### src/rtl/serport_pkg.sv
package serport_pkg;

    localparam int SP_DATA_W   = 8;
    localparam int CFG_4W_BIT  = 7;
    localparam int CFG_LSB_BIT = 6;
    localparam int CFG_RST_BIT = 5;

    typedef enum logic [1:0] {
        S_IDLE  = 2'd0,
        S_INSTR = 2'd1,
        S_DATA  = 2'd2,
        S_DONE  = 2'd3
    } sp_state_t;

    // Power-up value of register idx; register 0 starts at zero.
    function automatic logic [SP_DATA_W-1:0] reg_default(input int idx);
        logic [SP_DATA_W-1:0] prod;
        prod = SP_DATA_W'(idx * 29);
        return (idx == 0) ? '0 : (prod ^ SP_DATA_W'(8'hA5));
    endfunction

endpackage

### src/rtl/serport_regbank.sv
module serport_regbank
    import serport_pkg::*;
#(
    parameter int ADDR_W = 5
) (
    input  logic                          clk,
    input  logic                          rst_n,
    input  logic                          wr_en,
    input  logic [ADDR_W-1:0]             wr_addr,
    input  logic [SP_DATA_W-1:0]          wr_data,
    input  logic [ADDR_W-1:0]             rd_addr,
    output logic [SP_DATA_W-1:0]          rd_data,
    output logic                          cfg_lsb,
    output logic                          cfg_4w,
    output logic [(1<<ADDR_W)*SP_DATA_W-1:0] reg_flat
);
    localparam int NREG = 1 << ADDR_W;

    logic [SP_DATA_W-1:0] bank [NREG];

    always_ff @(posedge clk or negedge rst_n) begin
        if (!rst_n) begin
            for (int i = 0; i < NREG; i++) bank[i] <= reg_default(i);
        end else if (wr_en) begin
            if (wr_addr == '0) begin
                bank[0] <= wr_data & ~(SP_DATA_W'(1) << CFG_RST_BIT);
                if (wr_data[CFG_RST_BIT]) begin
                    for (int i = 1; i < NREG; i++) bank[i] <= reg_default(i);
                end
            end else begin
                bank[wr_addr] <= wr_data;
            end
        end
    end

    assign rd_data = bank[rd_addr];
    assign cfg_lsb = bank[0][CFG_LSB_BIT];
    assign cfg_4w  = bank[0][CFG_4W_BIT];

    for (genvar g = 0; g < NREG; g++) begin : g_flat
        assign reg_flat[g*SP_DATA_W +: SP_DATA_W] = bank[g];
    end

    // A plain write lands in the addressed register on the next edge.
    assert_write_lands_R1: assert property (@(posedge clk) disable iff (!rst_n)
        (wr_en && wr_addr != '0) |=> bank[$past(wr_addr)] == $past(wr_data));

    // New configuration is visible right after the register 0 write.
    assert_cfg_update_R5: assert property (@(posedge clk) disable iff (!rst_n)
        (wr_en && wr_addr == '0) |=> (cfg_lsb == $past(wr_data[CFG_LSB_BIT]) &&
                                       cfg_4w  == $past(wr_data[CFG_4W_BIT])));

    // Software reset restores the top register to its default.
    assert_soft_reset_R6: assert property (@(posedge clk) disable iff (!rst_n)
        (wr_en && wr_addr == '0 && wr_data[CFG_RST_BIT]) |=>
            (bank[NREG-1] == reg_default(NREG-1) && !bank[0][CFG_RST_BIT]));

endmodule

### src/rtl/serport_fsm.sv
module serport_fsm
    import serport_pkg::*;
#(
    parameter int ADDR_W = 5,
    parameter int CNT_W  = 2
) (
    input  logic                 clk,
    input  logic                 rst_n,
    input  logic                 cs_n,
    input  logic                 sclk,
    input  logic                 sdi,
    input  logic                 cfg_lsb,
    input  logic                 cfg_4w,
    input  logic [SP_DATA_W-1:0] rd_data,
    output logic [ADDR_W-1:0]    rd_addr,
    output logic                 wr_en,
    output logic [ADDR_W-1:0]    wr_addr,
    output logic [SP_DATA_W-1:0] wr_data,
    output logic                 dout,
    output logic                 sdio_oe,
    output logic                 sdo_oe
);
    localparam int BIT_W  = $clog2(SP_DATA_W);
    localparam int RW_POS = SP_DATA_W - 1;
    localparam int N_LO   = ADDR_W;
    localparam int N_HI   = ADDR_W + CNT_W - 1;
    localparam logic [BIT_W-1:0] LAST_BIT = BIT_W'(SP_DATA_W - 1);

    sp_state_t state, state_d;

    logic                 sclk_q;
    logic                 rise, fall;
    logic [BIT_W-1:0]     bitcnt;
    logic [CNT_W-1:0]     bytecnt, nbytes;
    logic                 rw_q;
    logic [ADDR_W-1:0]    addr_q;
    logic [SP_DATA_W-1:0] sh_in, sh_out, in_next, out_word;
    logic                 dout_q;
    logic                 step_lsb;
    logic                 wr_en_q;
    logic [ADDR_W-1:0]    wr_addr_q;
    logic [SP_DATA_W-1:0] wr_data_q;

    assign rise     = sclk & ~sclk_q;
    assign fall     = ~sclk & sclk_q;
    assign in_next  = cfg_lsb ? {sdi, sh_in[SP_DATA_W-1:1]} : {sh_in[SP_DATA_W-2:0], sdi};
    assign out_word = (bitcnt == '0) ? rd_data : sh_out;
    // Step direction follows a configuration written by this very byte.
    assign step_lsb = (!rw_q && addr_q == '0) ? in_next[CFG_LSB_BIT] : cfg_lsb;

    // Next-state logic
    always_comb begin
        state_d = state;
        if (cs_n) begin
            state_d = S_IDLE;
        end else begin
            unique case (state)
                S_IDLE:  state_d = S_INSTR;
                S_INSTR: if (rise && bitcnt == LAST_BIT) state_d = S_DATA;
                S_DATA:  if (rise && bitcnt == LAST_BIT && bytecnt == nbytes) state_d = S_DONE;
                S_DONE:  state_d = S_DONE;
                default: state_d = S_IDLE;
            endcase
        end
    end

    // State register
    always_ff @(posedge clk or negedge rst_n) begin
        if (!rst_n) state <= S_IDLE;
        else        state <= state_d;
    end

    // Shift, count and address datapath
    always_ff @(posedge clk or negedge rst_n) begin
        if (!rst_n) begin
            sclk_q    <= 1'b0;
            bitcnt    <= '0;
            bytecnt   <= '0;
            nbytes    <= '0;
            rw_q      <= 1'b0;
            addr_q    <= '0;
            sh_in     <= '0;
            sh_out    <= '0;
            dout_q    <= 1'b0;
            wr_en_q   <= 1'b0;
            wr_addr_q <= '0;
            wr_data_q <= '0;
        end else begin
            sclk_q  <= sclk;
            wr_en_q <= 1'b0;
            if (state == S_IDLE) begin
                bitcnt  <= '0;
                bytecnt <= '0;
            end
            if (!cs_n && rise && (state == S_INSTR || state == S_DATA)) begin
                sh_in  <= in_next;
                bitcnt <= bitcnt + 1'b1;
                if (bitcnt == LAST_BIT) begin
                    if (state == S_INSTR) begin
                        rw_q    <= in_next[RW_POS];
                        nbytes  <= in_next[N_HI:N_LO];
                        addr_q  <= in_next[ADDR_W-1:0];
                        bytecnt <= '0;
                    end else begin
                        if (!rw_q) begin
                            wr_en_q   <= 1'b1;
                            wr_addr_q <= addr_q;
                            wr_data_q <= in_next;
                        end
                        addr_q  <= step_lsb ? addr_q + 1'b1 : addr_q - 1'b1;
                        bytecnt <= bytecnt + 1'b1;
                    end
                end
            end
            if (!cs_n && fall && state == S_DATA && rw_q) begin
                dout_q <= cfg_lsb ? out_word[0] : out_word[SP_DATA_W-1];
                sh_out <= cfg_lsb ? (out_word >> 1) : (out_word << 1);
            end
        end
    end

    // Outputs
    always_comb begin
        rd_addr = addr_q;
        wr_en   = wr_en_q;
        wr_addr = wr_addr_q;
        wr_data = wr_data_q;
        dout    = dout_q;
        sdio_oe = (state == S_DATA) && rw_q && !cfg_4w;
        sdo_oe  = (state == S_DATA) && rw_q &&  cfg_4w;
    end

    // A high chip select always brings the controller back to IDLE.
    assert_abort_idle_R9: assert property (@(posedge clk) disable iff (!rst_n)
        cs_n |=> state == S_IDLE);

    // Register writes only come out of a data phase under chip select.
    assert_write_from_data_R1: assert property (@(posedge clk) disable iff (!rst_n)
        wr_en |-> ($past(state) == S_DATA && !$past(cs_n)));

    // Read data moves only on a detected SCLK falling edge.
    assert_dout_on_fall_R8: assert property (@(posedge clk) disable iff (!rst_n)
        !fall |=> $stable(dout_q));

endmodule

### src/rtl/serport_top.sv
module serport_top
    import serport_pkg::*;
#(
    parameter int ADDR_W = 5,
    parameter int CNT_W  = 2
) (
    input  logic                              clk,
    input  logic                              rst_n,
    input  logic                              cs_n,
    input  logic                              sclk,
    input  logic                              sdio_in,
    output logic                              sdio_out,
    output logic                              sdio_oe,
    output logic                              sdo,
    output logic                              sdo_oe,
    output logic [(1<<ADDR_W)*SP_DATA_W-1:0]  reg_flat
);
    logic                 wr_en, cfg_lsb, cfg_4w, dout;
    logic [ADDR_W-1:0]    wr_addr, rd_addr;
    logic [SP_DATA_W-1:0] wr_data, rd_data;

    serport_fsm #(.ADDR_W(ADDR_W), .CNT_W(CNT_W)) u_fsm (
        .clk     (clk),
        .rst_n   (rst_n),
        .cs_n    (cs_n),
        .sclk    (sclk),
        .sdi     (sdio_in),
        .cfg_lsb (cfg_lsb),
        .cfg_4w  (cfg_4w),
        .rd_data (rd_data),
        .rd_addr (rd_addr),
        .wr_en   (wr_en),
        .wr_addr (wr_addr),
        .wr_data (wr_data),
        .dout    (dout),
        .sdio_oe (sdio_oe),
        .sdo_oe  (sdo_oe)
    );

    serport_regbank #(.ADDR_W(ADDR_W)) u_bank (
        .clk      (clk),
        .rst_n    (rst_n),
        .wr_en    (wr_en),
        .wr_addr  (wr_addr),
        .wr_data  (wr_data),
        .rd_addr  (rd_addr),
        .rd_data  (rd_data),
        .cfg_lsb  (cfg_lsb),
        .cfg_4w   (cfg_4w),
        .reg_flat (reg_flat)
    );

    assign sdio_out = dout;
    assign sdo      = dout;

endmodule

### config.mk
export PLATFORM = sky130hd
export DESIGN_NAME = serport_top
export DESIGN_NICKNAME = d
export VERILOG_FILES = /design/src/rtl/serport_pkg.sv /design/src/rtl/serport_regbank.sv /design/src/rtl/serport_fsm.sv /design/src/rtl/serport_top.sv
export SDC_FILE = /design/constraint.sdc
export NUM_CORES = 1
export LEC_CHECK = 0
export BUFFER_PORTS_ARGS = -buffer_cell sky130_fd_sc_hd__buf_4
export CAP_MARGIN = 20
export CORE_UTILIZATION = 40
export CTS_CLUSTER_SIZE = 8
export DETAILED_ROUTE_END_ITERATION = 10
export SYNTH_ARGS = -nofsm -noshare
export SYNTH_HDL_FRONTEND = slang
export SYNTH_SLANG_ARGS = --single-unit
### constraint.sdc
create_clock -name clk -period 2.75 [get_ports clk]
set_clock_uncertainty 0.15 [all_clocks]
set_input_delay 0 -clock clk [delete_from_list [all_inputs] [get_ports clk]]
set_output_delay 0 -clock clk [all_outputs]
set_load 0.02 [all_outputs]
* After elaboration in Yosys (flattened, before gate mapping)
Index checks and enable logic that the tools add are counted.
Cells by class: bitwise logic cells 8, $add $sub $neg 4, reductions and logical operators 26, equal/unequal tests 8, muxes and demuxes 29, magnitude comparators 3
Operators by type and width (number):
- 256-bit bitwise mux | 1
- 256-bit 2-to-1 mux | 1
- 248-bit 2-to-1 mux | 1
- 8-bit 2-to-1 mux | 6
- 8-bit binary-select mux with 5-bit select | 1
- 8-bit demux with 5-bit select | 1
- 2-bit 2-to-1 mux | 7
- 6-bit greater-or-equal comparator (second input constant) | 2
- 1-bit logical AND | 12
- 5-bit inverter with 6-bit output | 2
- 5-bit zero test | 2
- 5-bit 2-to-1 mux | 2
- 2-bit one-hot mux with 4 select lines | 1
- 6-bit by 1-bit less-than comparator with 1-bit output (second input constant) | 1
- 1-bit 2-to-1 mux | 6
- 3-bit 2-to-1 mux | 2
- 3-bit by 2-bit inequality test with 1-bit output (second input constant) | 2
- 2-bit AND reduction | 3
- 5-bit by 1-bit adder with 5-bit output (second input constant) | 1
- 5-bit by 1-bit subtractor with 5-bit output (second input constant) | 1
- 2-bit == test (second input constant) | 2
- 1-bit inverter | 4
- 4-bit AND reduction | 1
- 3-bit by 1-bit adder with 3-bit output (second input constant) | 1
- other kinds (12) | 15
Word-level totals: logic and storage cells 123, bits in registers 303, input port bits 5, output and inout bits 260

* Depth between registers and ports, before layout
word-level depth 7, gate-level depth with buffers 10, mapped depth without buffers 9

* By module
From an unflattened synthesis, not the netlist that was laid out.
Second synthesis, totals: cell total of the unflattened synthesis 1320, area, all modules 15190.8 µm²
By module, submodules not included:
- serport_regbank | cells each 1082, area each 12756.0 µm², sequential area each 6563.8 µm², times used 1
- serport_fsm | cells each 237, area each 2427.3 µm², sequential area each 1176.1 µm², times used 1
- serport_top | cells each 1, area each 7.5 µm², sequential area each 0.0 µm², times used 1

* Worst setup path after synthesis
No wires, ideal clock.
kind reg2reg, start point reg u_fsm.addr_q[2], in the netlist u_fsm.rd_addr[2], end point reg u_fsm.addr_q[4], in the netlist u_fsm.rd_addr[4], setup time 134 ps, slack 65 ps, buffers on the path 1, data required time 2466 ps, cell stages (with the launch flop) 11, clock period less this slack 2685 ps, arrival time 2401 ps, cells stage by stage dfrtp_1 -> buf_2 -> or3_4 -> o31ai_4 -> o41ai_4 -> xnor2_1 -> ha_1 -> nor2_1 -> nand4b_4 -> a2111oi_2 -> a311oi_1
On the way: cells in the longest elaborated chain, start to end 5, elaborated cells on any way between the ends 7, classes of those cells add/sub: 2; mux: 3; reduce/logical: 2
RTL lines:
- from (decl) | line serport_fsm.sv:36 | logic [ADDR_W-1:0] addr_q;
- from (signal assigned) | line serport_fsm.sv:102 | addr_q <= in_next[ADDR_W-1:0];
- from (signal assigned) | line serport_fsm.sv:110 | addr_q <= step_lsb ? addr_q + 1'b1 : addr_q - 1'b1;
- parallel branches: the longest is 3 deep, another holds 5-bit by 1-bit subtractor with 5-bit output
- 5-bit 2-to-1 mux * | line serport_fsm.sv:110
- 5-bit 2-to-1 mux * | line serport_fsm.sv:99 | if (state == S_INSTR) begin
Every way passes the cells marked *. A chain may end at the register's enable or synchronous reset.

* Final worst setup path
start point reg u_fsm.addr_q[0], in the netlist u_fsm.rd_addr[0], end point reg u_fsm.sh_out[2]
On the way: cells in the longest elaborated chain, start to end 6
RTL lines:
- 5-bit inverter with 6-bit output (not written as such) | line serport_regbank.sv:36 | assign rd_data = bank[rd_addr];
- 8-bit binary-select mux with 5-bit select | line serport_regbank.sv:36
- 8-bit 2-to-1 mux (not written as such) (2 in series) | line serport_regbank.sv:36
- 8-bit 2-to-1 mux | line serport_fsm.sv:47 | assign out_word = (bitcnt == '0) ? rd_data : sh_out;
- 8-bit 2-to-1 mux | line serport_fsm.sv:117 | sh_out <= cfg_lsb ? (out_word >> 1) : (out_word << 1);
- to (signal assigned) | line serport_fsm.sv:117
- to (decl) | line serport_fsm.sv:37 | logic [SP_DATA_W-1:0] sh_in, sh_out, in_next, out_word;
No other way between the ends. The select of a mux whose other input is x is not followed.

==> results.json <==
{
  "pin_count": 265,
  "syn_nets": 1471,
  "fmax_mhz": 366,
  "cp-start-kind": "flop",
  "grt_max_degree": 70,
  "cts_max_level": 2,
  "grt_overflow_total": 0,
  "outcome": "finished clean",
  "startpoint": "u_fsm.rd_addr[0]",
  "grt_pass1_vias": 13250,
  "synth.most_common_cell": "nand2_1",
  "holdWs_ns": 0.00488,
  "die_h_um": 195,
  "synth_edf_count": 0,
  "coreArea_um2": 36600,
  "crit_end": "u_fsm.sh_out[2]",
  "port_buffers": 264,
  "start_util": 0.407,
  "fin_nets": 1776,
  "cp_max_fo": 9,
  "grt.total_usage": 0.312,
  "fin_area_um2": 19300,
  "ant_nets": 0,
  "slowest_delay_ns": 0.63,
  "viasPerCell": 6.05,
  "worstReg2RegStart": "u_fsm.rd_addr[0]",
  "min_period_over_period": 0.994,
  "critical_path.top_delay_family": "multiplexers",
  "dp.final_hpwl_um": 42900,
  "top_layer_used": "met5",
  "postPlaceCellArea_um2": 17900,
  "clk_path_buf_depth": 3,
  "setup_viol": 0,
  "hold_viol_final": 0,
  "antenna_found_initial": 1,
  "ys.flop_type": "dfrtp_1",
  "drtIter0Drc": 1469,
  "drc_errors": 0,
  "wl_met1_um": 24600,
  "holdCritPathClass": "in -> reg",
  "crit_cells": 8,
  "grt_pass1_wl_um": 87900,
  "worst_pin_slew_ns": 1.06,
  "arrival_ns": 2.96,
  "firstDrtPassIters": 8,
  "yosys_warnings": 0,
  "max-cap-violations": 0,
  "cpMostUsedCell": "buf_4",
  "period_minus_slack_ns": 2.73,
  "cp-end-kind": "flop",
  "synth_cell_type_count": 64,
  "async_flop_share": 1.00,
  "leakagePower_nw": 8.54,
  "synthCells": 1459,
  "synthTopCellsByCount": "nand2_1, o21ai_0, dfrtp_1",
  "rsz0062_at_grt": "true",
  "synth-seq-area-share": 0.519,
  "fin_util": 0.526,
  "std_cell_rows": 70,
  "synth_seq_cells": 303,
  "synth.avg_cell_area_um2": 10.2,
  "cts-root-buf": "clkbuf_16",
  "reg2reg_depth": 8,
  "ir_worst_vdd_uv": 378,
  "clkTransAtPathRegs_ns": 0.06,
  "path_cells": "buf_4 > mux4_1 > mux2_2 > a221oi_1 > buf_4 > nor4_1 > o22ai_1 > a31oi_1",
  "routed-wl-met3_um": 5650,
  "place_congestion": 1.00,
  "routedWlPerCell_um": 26.5,
  "clock-sinks": 303,
  "min_path_cells": 2,
  "cts_tree": "done",
  "synth_area_leaders": "dfrtp_1, dfstp_2, o21ai_0, mux2i_1, nand2_1",
  "report.final.slew_viol_count": 0,
  "die_area_um2": 38100,
  "min_from": "sclk",
  "dr_wl_met2_um": 26800,
  "worstSkewPairLatency_ns": 0.53,
  "power.density_nw_per_um2": 577,
  "cts_buffers": 43,
  "netlist_area_um2": 14900,
  "vias": 13725,
  "ff2ff_setup_slack_ns": 0.02,
  "critPathRequiredTime_ns": 2.98,
  "drive_gt1_frac": 0.341,
  "path_buf_inv": 2,
  "relSlewSlack": 0.291,
  "fin_tns_setup_ns": 0,
  "yosys.area.top_type": "dfrtp_1",
  "cp_slowest_cell": "mux4_1",
  "finalWirelength_um": 60200,
  "path_class": "reg -> reg",
  "r2r_end": "u_fsm.sh_out[2]",
  "die_x_um": 195,
  "area_growth_pct": 29.2,
  "synth_top_area_share": 0.297
}
## kinds of logic (layout without fill, tap and decap cells)
logic type,Yosys count,after routing,synth area share
XOR/XNOR,5,5,0.00294
multiplexers,133,133,0.125
buffers and inverters,146,485,0.0476
adder cells (fa/ha/maj),7,7,0.00587
other,0,1,0
flip-flops,303,303,0.519
AO/OA/AOI/OAI,435,435,0.173
AND/OR/NAND/NOR,430,430,0.127
## metal layers
layer,track usage,up-vias
li1,-,5880
met1,0.432,6827
met2,0.470,833
met3,0.0630,183
met4,0.146,2
met5,0.0115,-
## registers in the layout, summed over array words and instances, names as in the netlist, 3 cells and up
signal and count:
u_fsm.wr_data 8, u_fsm.bitcnt 3, u_fsm.wr_addr 5, u_fsm.sh_in 8
u_fsm.rd_addr 5, u_fsm.sh_out 8, u_bank.reg_flat 254
## power by group
| part | internal, mW | total (mW) | switching [mW] |
|---|---|---|---|
| sequential | 4.58 | 4.70 | 0.113 |
| combinational | 0.510 | 1.38 | 0.875 |
| clock | 3.04 | 5.04 | 2.00 |
## stage by stage
stage	worst slack, ns	power, mW	cells
floorplan	0.0652	5.45	1459
global placement	0.0267	6.06	2181
detailed placement	-0.0174	6.08	2181
CTS	0.0260	11.1	2265
global route	-0.0542	11.4	2266
finish	0.0171	11.1	2267
## worst min path at each step
stage / to / slack [ns]
final: u_fsm.sclk_q / 0.005
after global routing: u_fsm.sclk_q / 0.02
after CTS: u_fsm.sclk_q / 0.0009
after detailed placement: u_bank.reg_flat[65] / -0.11
after global placement: u_bank.reg_flat[74] / -0.11
after floorplan: u_bank.cfg_4w / -0.45
## cell type report
cell class	instances	area, um2
Inverter	29	109
Timing Repair Buffer	377	3020
Sequential cell	303	7740
Clock buffer	79	1250
Antenna cell	1	2.50
Multi-Input combinational cell	1010	6550
Tap cell	468	586
Fill cell	3335	17300
## repair_timing
| action | in CTS | in global routing |
|---|---|---|
| hold buffers | 5 | 0 |
| setup endpoints to repair | 2 | 8 |
| endpoints found under the hold margin | 227 | 0 |
| gates resized for setup | 2 | 7 |
| buffers inserted | 0 | 1 |
## cells in the final DEF, fill, tap and decap left out, types with 4 or more instances in the layout
cell type | Yosys | layout
buf_4 | 6 | 358
nand2_1 | 182 | 182
o21ai_0 | 181 | 179
dfrtp_1 | 177 | 175
a21oi_1 | 126 | 126
dfstp_2 | 126 | 126
nor2_1 | 110 | 108
mux2i_1 | 77 | 76
clkbuf_16 | 0 | 45
nor3_1 | 43 | 39
nand3_1 | 38 | 38
clkbuf_1 | 64 | 34
inv_1 | 28 | 28
mux4_2 | 22 | 22
o22ai_1 | 20 | 20
mux2_2 | 20 | 20
a22oi_1 | 19 | 19
a22o_1 | 18 | 18
mux4_1 | 14 | 14
a21o_1 | 12 | 12
buf_12 | 1 | 12
o31ai_1 | 10 | 10
and2_1 | 10 | 10
nand2b_1 | 9 | 9
nor2b_1 | 8 | 8
a32o_1 | 7 | 7
a211oi_1 | 7 | 7
o21ai_1 | 4 | 6
nor4_1 | 8 | 6
ha_1 | 7 | 6
nor3_2 | 1 | 5
a2bb2oi_1 | 6 | 5
xnor2_1 | 4 | 4
a31oi_1 | 4 | 4
dlygate4sd3_1 | 0 | 4
(Power assumes the default switching activity.)
